<file path="config.mk">
export PLATFORM = sky130hd
export DESIGN_NAME = link_glob_regs
export DESIGN_NICKNAME = d
export VERILOG_FILES = /design/src/rtl/link_glob_pkg.sv /design/src/rtl/lgr_ctl.sv /design/src/rtl/lgr_sticky.sv /design/src/rtl/lgr_rdy.sv /design/src/rtl/link_glob_regs.sv
export SDC_FILE = /design/constraint.sdc
export NUM_CORES = 1
export LEC_CHECK = 0
export BUFFER_PORTS_ARGS = -buffer_cell sky130_fd_sc_hd__buf_4
export CORE_MARGIN = 2
export CORE_UTILIZATION = 35
export CTS_CLUSTER_DIAMETER = 100
export DETAILED_ROUTE_END_ITERATION = 8
export PLACE_DENSITY = 0.73
export SLEW_MARGIN = 20
export SYNTH_ARGS = -nofsm -noshare
export SYNTH_HDL_FRONTEND = slang
export SYNTH_HIERARCHICAL = 1
export SYNTH_SLANG_ARGS = --single-unit
export TNS_END_PERCENT = 50
</file>
<file path="constraint.sdc">
create_clock -name clk -period 1.4 [get_ports clk]
set_input_delay 0.21 -clock clk [delete_from_list [all_inputs] [get_ports clk]]
set_output_delay 0.21 -clock clk [all_outputs]
set_load 0.05 [all_outputs]
</file>
<file path="src/rtl/link_glob_pkg.sv">
package link_glob_pkg;
  // control register bit positions
  localparam int C_GIE   = 0;
  localparam int C_COLD  = 1;
  localparam int C_WARM  = 2;
  localparam int C_LOFF  = 3;
  localparam int C_RIE0  = 4;
  localparam int C_RIE1  = 5;
  localparam int C_RIE2  = 6;
  localparam int CTL_W   = 7;
  // status register bit positions
  localparam int S_GPI   = 0;
  localparam int S_CAPI  = 1;
  localparam int S_PLYI  = 2;
  localparam int S_RDY0  = 8;
  localparam int S_RDY1  = 9;
  localparam int S_RES0  = 10;
  localparam int S_RES1  = 11;
  localparam int S_TMO   = 15;
  localparam int S_SEM0  = 16;
  localparam int S_CAPLO = 20;
  localparam int S_RDY2  = 28;
  localparam int S_RES2  = 29;
  // sticky vector ordering
  localparam int K_GPI   = 0;
  localparam int K_RES0  = 1;
  localparam int K_RES1  = 2;
  localparam int K_RES2  = 3;
  localparam int K_TMO   = 4;
  localparam int NSTK    = 5;
endpackage

</file>
<file path="src/rtl/lgr_ctl.sv">
module lgr_ctl
  import link_glob_pkg::*;
#(
  parameter int WARM_CYCLES = 16
) (
  input  logic             clk,
  input  logic             rst_n,
  input  logic             we,
  input  logic [CTL_W-1:0] wd,
  output logic [CTL_W-1:0] ctl,
  output logic             warm_busy
);
  localparam int CW = $clog2(WARM_CYCLES + 1);

  logic [CTL_W-1:0] hold_q;
  logic [CW-1:0]    cnt_q;
  logic             start;

  assign warm_busy = (cnt_q != '0);
  assign start     = we && wd[C_WARM] && !wd[C_LOFF] && !warm_busy;

  always_ff @(posedge clk or negedge rst_n) begin
    if (!rst_n) begin
      hold_q <= '0;
      cnt_q  <= '0;
    end else begin
      if (we) hold_q <= wd & ~(CTL_W'(1) << C_WARM);
      if (start)          cnt_q <= CW'(WARM_CYCLES);
      else if (warm_busy) cnt_q <= cnt_q - 1'b1;
    end
  end

  always_comb begin
    ctl         = hold_q;
    ctl[C_WARM] = warm_busy;
  end

  p_warm_start_r3: assert property (@(posedge clk) disable iff (!rst_n)
    (we && wd[C_WARM] && !wd[C_LOFF] && !warm_busy) |=> warm_busy);
  p_warm_block_r4: assert property (@(posedge clk) disable iff (!rst_n)
    (we && wd[C_LOFF]) |=> !$rose(warm_busy));
endmodule

</file>
<file path="src/rtl/lgr_sticky.sv">
module lgr_sticky #(
  parameter int W = 5
) (
  input  logic         clk,
  input  logic         rst_n,
  input  logic [W-1:0] set,
  input  logic [W-1:0] clr,
  output logic [W-1:0] q
);
  for (genvar i = 0; i < W; i++) begin : g_bit
    always_ff @(posedge clk or negedge rst_n) begin
      if (!rst_n)      q[i] <= 1'b0;
      else if (set[i]) q[i] <= 1'b1;
      else if (clr[i]) q[i] <= 1'b0;
    end
  end

  p_set_wins_r6: assert property (@(posedge clk) disable iff (!rst_n)
    (set != '0) |=> ((q & $past(set)) == $past(set)));
  p_w1c_r6: assert property (@(posedge clk) disable iff (!rst_n)
    ((clr & ~set) != '0) |=> ((q & $past(clr & ~set)) == '0));
endmodule

</file>
<file path="src/rtl/lgr_rdy.sv">
module lgr_rdy #(
  parameter int N = 3
) (
  input  logic         clk,
  input  logic         rst_n,
  input  logic [N-1:0] rdy_in,
  input  logic         mask,
  output logic [N-1:0] rdy_out
);
  logic [N-1:0] smp_q;

  always_ff @(posedge clk or negedge rst_n) begin
    if (!rst_n) smp_q <= '0;
    else        smp_q <= rdy_in;
  end

  assign rdy_out = mask ? '0 : smp_q;
endmodule

</file>
<file path="src/rtl/link_glob_regs.sv">
module link_glob_regs
  import link_glob_pkg::*;
#(
  parameter int          AW          = 8,
  parameter logic [7:0]  CTL_ADDR    = 8'h3C,
  parameter logic [7:0]  STS_ADDR    = 8'h40,
  parameter int          WARM_CYCLES = 16,
  parameter logic [3:0]  CAPS        = 4'h5
) (
  input  logic          clk,
  input  logic          rst_n,
  input  logic          wr_en,
  input  logic [AW-1:0] reg_addr,
  input  logic [31:0]   wdata,
  output logic [31:0]   rdata,
  input  logic [2:0]    codec_rdy,
  input  logic [2:0]    resume_evt,
  input  logic          gpi_evt,
  input  logic          rd_timeout,
  input  logic [1:0]    ch_irq,
  output logic          cold_rst_n,
  output logic          warm_rst,
  output logic          link_off,
  output logic          irq
);
  localparam logic [AW-1:0] A_CTL = AW'(CTL_ADDR);
  localparam logic [AW-1:0] A_STS = AW'(STS_ADDR);

  logic             ctl_we, sts_we;
  logic [CTL_W-1:0] ctl;
  logic             warm_busy;
  logic [NSTK-1:0]  stk, stk_set, stk_clr;
  logic [2:0]       rdy;
  logic [1:0]       sem_q;
  logic [31:0]      ctl_word, sts_word;

  assign ctl_we = wr_en && (reg_addr == A_CTL);
  assign sts_we = wr_en && (reg_addr == A_STS);

  lgr_ctl #(.WARM_CYCLES(WARM_CYCLES)) u_ctl (
    .clk(clk), .rst_n(rst_n), .we(ctl_we), .wd(wdata[CTL_W-1:0]),
    .ctl(ctl), .warm_busy(warm_busy)
  );

  assign stk_set = {rd_timeout, resume_evt[2], resume_evt[1], resume_evt[0], gpi_evt};
  assign stk_clr = {NSTK{sts_we}} &
                   {wdata[S_TMO], wdata[S_RES2], wdata[S_RES1], wdata[S_RES0], wdata[S_GPI]};

  lgr_sticky #(.W(NSTK)) u_stk (
    .clk(clk), .rst_n(rst_n), .set(stk_set), .clr(stk_clr), .q(stk)
  );

  lgr_rdy #(.N(3)) u_rdy (
    .clk(clk), .rst_n(rst_n), .rdy_in(codec_rdy), .mask(ctl[C_LOFF]), .rdy_out(rdy)
  );

  always_ff @(posedge clk or negedge rst_n) begin
    if (!rst_n)      sem_q <= '0;
    else if (sts_we) sem_q <= wdata[S_SEM0+1:S_SEM0];
  end

  always_comb begin
    ctl_word = '0;
    ctl_word[CTL_W-1:0] = ctl;
    sts_word = '0;
    sts_word[S_GPI]  = stk[K_GPI];
    sts_word[S_CAPI] = ch_irq[0];
    sts_word[S_PLYI] = ch_irq[1];
    sts_word[S_RDY0] = rdy[0];
    sts_word[S_RDY1] = rdy[1];
    sts_word[S_RDY2] = rdy[2];
    sts_word[S_RES0] = stk[K_RES0];
    sts_word[S_RES1] = stk[K_RES1];
    sts_word[S_RES2] = stk[K_RES2];
    sts_word[S_TMO]  = stk[K_TMO];
    sts_word[S_SEM0+1:S_SEM0]  = sem_q;
    sts_word[S_CAPLO+3:S_CAPLO] = CAPS;
    if (reg_addr == A_CTL)      rdata = ctl_word;
    else if (reg_addr == A_STS) rdata = sts_word;
    else                        rdata = '0;
  end

  assign cold_rst_n = ctl[C_COLD];
  assign warm_rst   = warm_busy;
  assign link_off   = ctl[C_LOFF];
  assign irq = (|ch_irq)
             | (stk[K_GPI]  & ctl[C_GIE])
             | (stk[K_RES0] & ctl[C_RIE0])
             | (stk[K_RES1] & ctl[C_RIE1])
             | (stk[K_RES2] & ctl[C_RIE2]);

  p_cold_r2: assert property (@(posedge clk) disable iff (!rst_n)
    ctl_we |=> (cold_rst_n == $past(wdata[C_COLD])));
  p_rdy_mask_r4: assert property (@(posedge clk) disable iff (!rst_n)
    (link_off && reg_addr == A_STS) |-> (rdata[S_RDY1:S_RDY0] == 2'b00 && !rdata[S_RDY2]));
  p_chirq_r9: assert property (@(posedge clk) disable iff (!rst_n)
    (|ch_irq) |-> irq);
endmodule

</file>
== Yosys cells after proc, flatten, opt, wreduce, memory -nomap -nowiden ==
Index checks and enable logic that the tools add are counted.
Storage, ports and cells
  register bits: 21
  input port bits: 53
  output and inout bits: 36
  word-level logic and storage cells: 51
Cells by class
  $add $sub $neg: 1
  equality and inequality tests: 2
  multiplexer cells: 15
  bitwise gates (word level): 9
  reduce and logical (&&, ||, !) cells: 15
Operators with widths (count)
  two-way mux 30 bit: 2
  nonzero test 2 bit: 6
  two-way mux 1 bit: 10
  two-way mux 5 bit: 2
  equality test 8 x 6 -> 1 bit, second input constant: 1
  equality test 8 x 7 -> 1 bit, second input constant: 1
  bitwise AND 5 bit: 1
  logical AND 1 bit: 5
  nonzero test 5 bit: 1
  subtractor 5 x 1 -> 5 bit, second input constant: 1
  bitwise AND 1 bit: 4
  OR 1 bit: 4
  two-way mux 3 bit: 1
  logical NOT 1 bit: 2
  OR reduction 2 bit: 1

== Depth between registers and ports, before layout ==
  word-level depth: 6
  depth in mapped cells: 7
  depth with buffers taken out: 6

== By module ==
The synthesis kept the hierarchy.
Modules (own cells, without submodules)
  lgr_ctl: times used 1, cells each 37, area each 490.5 um^2, seq. area each 275.3 um^2
  link_glob_regs: times used 1, cells each 61, area each 479.2 um^2, seq. area each 50.0 um^2
  lgr_sticky: times used 1, cells each 15, area each 181.4 um^2, seq. area each 125.1 um^2
  lgr_rdy: times used 1, cells each 6, area each 93.8 um^2, seq. area each 75.1 um^2

== Worst setup path after synthesis ==
Ideal clock, no wire load.
  kind: register to output
  from: register u_ctl.cnt_q[0]
  to: output port rdata[2]
  arrival time: 2162 ps
  required time: 1190 ps
  path slack: -972 ps
  cell stages (with the launch flop): 8
  buffers on the path: 1
  path through: dfrtp_1 inv_1 ha_1 nor4b_4 inv_1 buf_4 nand3_1 a21oi_1
On the way
  longest elaborated chain between the ends: 2
RTL lines
  start, declared: line lgr_ctl.sv:16  | logic [CW-1:0] cnt_q;
  start signal, assigned: line lgr_ctl.sv:28  | if (start) cnt_q <= CW'(WARM_CYCLES);
  start signal, assigned: line lgr_ctl.sv:29  | else if (warm_busy) cnt_q <= cnt_q - 1'b1;
  nonzero test 5 bit: line lgr_ctl.sv:19  | assign warm_busy = (cnt_q != '0);
  via warm_rst: line link_glob_regs.sv:22  | output logic warm_rst,
  two-way mux 30 bit: line link_glob_regs.sv:78  | if (reg_addr == A_CTL) rdata = ctl_word;
  end, declared: line link_glob_regs.sv:15  | output logic [31:0] rdata,
The timed path passes the listed nets, and every way through them passes these cells.

== Worst setup path in the final report ==
  from: register u_ctl.cnt_q[1]
  to: output port rdata[2]
On the way
  longest elaborated chain between the ends: 2
RTL lines (line)
  nonzero test 5 bit: lgr_ctl.sv:19
  two-way mux 30 bit: link_glob_regs.sv:78
Every way passes these cells.

==> results.sh <==
export IMPL_min_period_over_period_pct=126.0
export IMPL_hold_viol=0
export IMPL_worstSetupStartpointType="flop"
export IMPL_multi_input_area_sq_um=716.9
export IMPL_cp_end_kind="primary output"
export IMPL_ant_nets=0
export IMPL_cts_htree_levels=1
export IMPL_cp_num_buf_inv=3
export IMPL_syn_area_sq_mm=0.001245
export IMPL_io_pins=89
export IMPL_postSynthAreaPerCell_sq_um=10.46
export IMPL_r2r_end="u_ctl/cnt_q[3]"
export IMPL_grt_pass1_wl_mm=5.996
export IMPL_finalSetupViolCount=21
export IMPL_vias=1180
export IMPL_crit_fanout=2
export IMPL_critPathCapture="rdata[2]"
export IMPL_p_comb_share_pct=43.7
export IMPL_switching_share_pct=36.66
export IMPL_grt_max_degree=22
export IMPL_crit_arrival_ps=1550
export IMPL_ff2ff_path_depth=6
export IMPL_synthToLayoutAreaGrowth_pct=71.86
export IMPL_outcome="complete, but fails checks"
export IMPL_rr_startpoint="u_ctl/cnt_q[1]"
export IMPL_yosysSeqAreaShare_pct=42.21
export IMPL_finalMaxSlewViolations=0
export IMPL_power_frac_seq_pct=39.7
export IMPL_drt_iter0_drc=37
export IMPL_layout_drive_gt1_share_pct=60.80
export IMPL_critPathMaxStageDelay_ps=410
export IMPL_wl_mm=3.767
export IMPL_core_area_sq_mm=0.003390
export IMPL_finClkSkew_ps=0.4976
export IMPL_root_buffer="clkbuf_4"
export IMPL_synth_edf_count=0
export IMPL_start_util_pct=36.73
export IMPL_p_switching_uw=693.9
export IMPL_pre_cts_slack_ps=-339.0
export IMPL_drt_pass1_iter_count=4
export IMPL_internal_power_mw=1.199
export IMPL_clkTransAtPathRegs_ps=130
export IMPL_required_ps=1190
export IMPL_vias_per_cell=4.816
export IMPL_fin_nets=254
export IMPL_power_leakage_nw=1.023
export IMPL_drc=0
export IMPL_violations="negative setup slack"
export IMPL_yosysWarnings=6
export IMPL_gp_congestion=0.8364
export IMPL_die_x_microns=63.64
export IMPL_insertion_delay_ps=310
export IMPL_dieArea_sq_mm=0.004050
export IMPL_final_common_cell="buf_4"
export IMPL_clkSinkCount=21
export IMPL_antenna_cells=0
export IMPL_crit_type="flop to primary output"
export IMPL_synthCells=119
export IMPL_fill_cells=243
export IMPL_slowest_stage="dfrtp_1"
export IMPL_regArea_sq_um=526.8
export IMPL_synthFlopType="dfrtp_1"
export IMPL_finalWorstSetupSlack_ps=-364.0
export IMPL_async_reset_ff_share_pct=100.0
export IMPL_gr_total_overflow=0
export IMPL_hold_class="input port to flop"
export IMPL_maxCapViolCount=0
export IMPL_final_cell_mix="buf_4 (48), buf_6 (21), dfrtp_1 (20)"
export IMPL_path_cells="inv_2, ha_4, nor4b_4, inv_4, nand3_4, a21oi_4, buf_6"
export IMPL_path_delay_family="flip-flops"
export IMPL_rsz0062_at_grt="true"
export IMPL_grt_antenna_before_repair=0
export IMPL_crit_start="u_ctl/cnt_q[1]"
export IMPL_cts_buffers=3
export IMPL_r2r_setup_slack_ps=-10
export IMPL_synth_cell_types=29
export IMPL_total_power_mw=1.893
export IMPL_path_depth=7
export IMPL_grt_total_usage_pct=19.16
export IMPL_cts_buffer_depth=2
export IMPL_hpwl_mm=2.393
export IMPL_fmax_ghz=0.5669
export IMPL_powerDensity_mw_per_mm2=884.6
export IMPL_wl_per_cell_microns=15.38
export IMPL_grt_pass1_vias=1248
export IMPL_die_y_microns=63.64
export IMPL_min_period_ps=1764
export IMPL_synth_seq_cells=21
export IMPL_rows=21
export IMPL_clkPwrFrac_pct=16.6
export IMPL_cts_tree="built"
export IMPL_port_buffers=55
export IMPL_ir_drop_v=0.0005634
-- worst reg2reg max path, cell delays in order, from the launching register on --
cell     delay (ps)
dfrtp_1         410
inv_2            70
ha_4            130
nor4b_4         280
buf_4           220
nor4_4           50
xor2_1          140
-- synth_stat cells, drive strengths merged, types with 2 or more instances --
cell type  number  share of area, %
a21o            5               3.0
buf            19                11
o21ai           2              0.80
nor4            2               2.0
nand3           9               4.0
inv             9               2.7
a21oi           3               1.2
dfrtp          21                42
nor2b           3               1.5
nand2           2              0.60
nor2            2              0.60
nor4b           2               3.8
mux2            9               8.7
and3           14               7.0
and2            6               3.0
-- worst min-delay path by stage --
stage	to	cells past startpoint	start	slack [ps]
global placement	u_rdy/smp_q[0]	1	rst_n	110
detailed placement	u_rdy/smp_q[0]	1	rst_n	110
global route	u_stk/q[4]	2	rd_timeout	60
floorplan	sem_q[0]	0	rst_n	-90
finish	u_stk/q[4]	2	rd_timeout	70
CTS	u_stk/q[4]	2	rd_timeout	70
-- layout make-up --
type                       instances  share of cell area (%)
clock inverter                     1                  0.3509
timing repair buffer              82                   36.08
clock buffer                       3                   1.053
tap                               46                   2.690
multi-input combinational         83                   33.51
sequential                        21                   24.62
inverter                           9                   1.696
-- metrics by stage --
stage,setup TNS [ps],area [sq um],hold WS (ps),instances,utilization [%]
2_1_floorplan,-2827,1341,-85.59,132,-
3_3_place_gp,-4136,1790,107.6,230,52.82
3_5_place_dp,-4476,1790,108.3,230,52.82
4_1_cts,-1962,2066,70.10,245,60.95
5_1_grt,-3434,2140,59.93,245,63.12
6_report,-2068,2140,66.48,245,63.12
-- routing by layer --
metal	track usage, %	vias to the layer above	wire length, microns
met5	0	-	0
met4	6.250	0	43
met3	4.286	7	261
met2	32.63	62	1963
met1	23.91	568	1498
li1	-	543	-
-- power by group through the flow --
stage / sequential [mW] / clock, mW / combinational (mW)
3_3_place_gp: 0.752 / 0 / 0.662
3_5_place_dp: 0.759 / 0 / 0.685
5_1_grt: 0.761 / 0.349 / 0.898
6_report: 0.752 / 0.314 / 0.827
4_1_cts: 0.746 / 0.314 / 0.742
2_1_floorplan: 0.782 / 0 / 0.402
-- cells by family (layout without fill, tap and decap cells) --
family          Yosys count  count (layout)  synth area share, %
xor+xnor                  1               1               0.7036
mux                      10              10                9.548
compound gates           12              12                6.432
flops                    21              21                42.21
buf+inv                  28              95                13.77
simple gates             45              45                26.03
fa+ha+maj                 1               1                1.005
other cells               1              14               0.3012
-- state kept, by name (all words and copies together) (netlist names) --
| name | flops |
|---|---|
| u_ctl/cnt_q | 5 |
| u_stk/q | 5 |
| u_rdy/smp_q | 3 |
| u_ctl/hold_q | 6 |
| sem_q | 2 |
-- what timing repair did --
item	4_1_cts	5_1_grt
setup buffers	6	2
resized for setup	43	19
hold buffers	4	0
setup endpoints to repair	20	24
cloned	1	0
pin swaps	9	5
endpoints found under the hold margin	24	0
No activity file was read; power rests on OpenSTA's default activity.
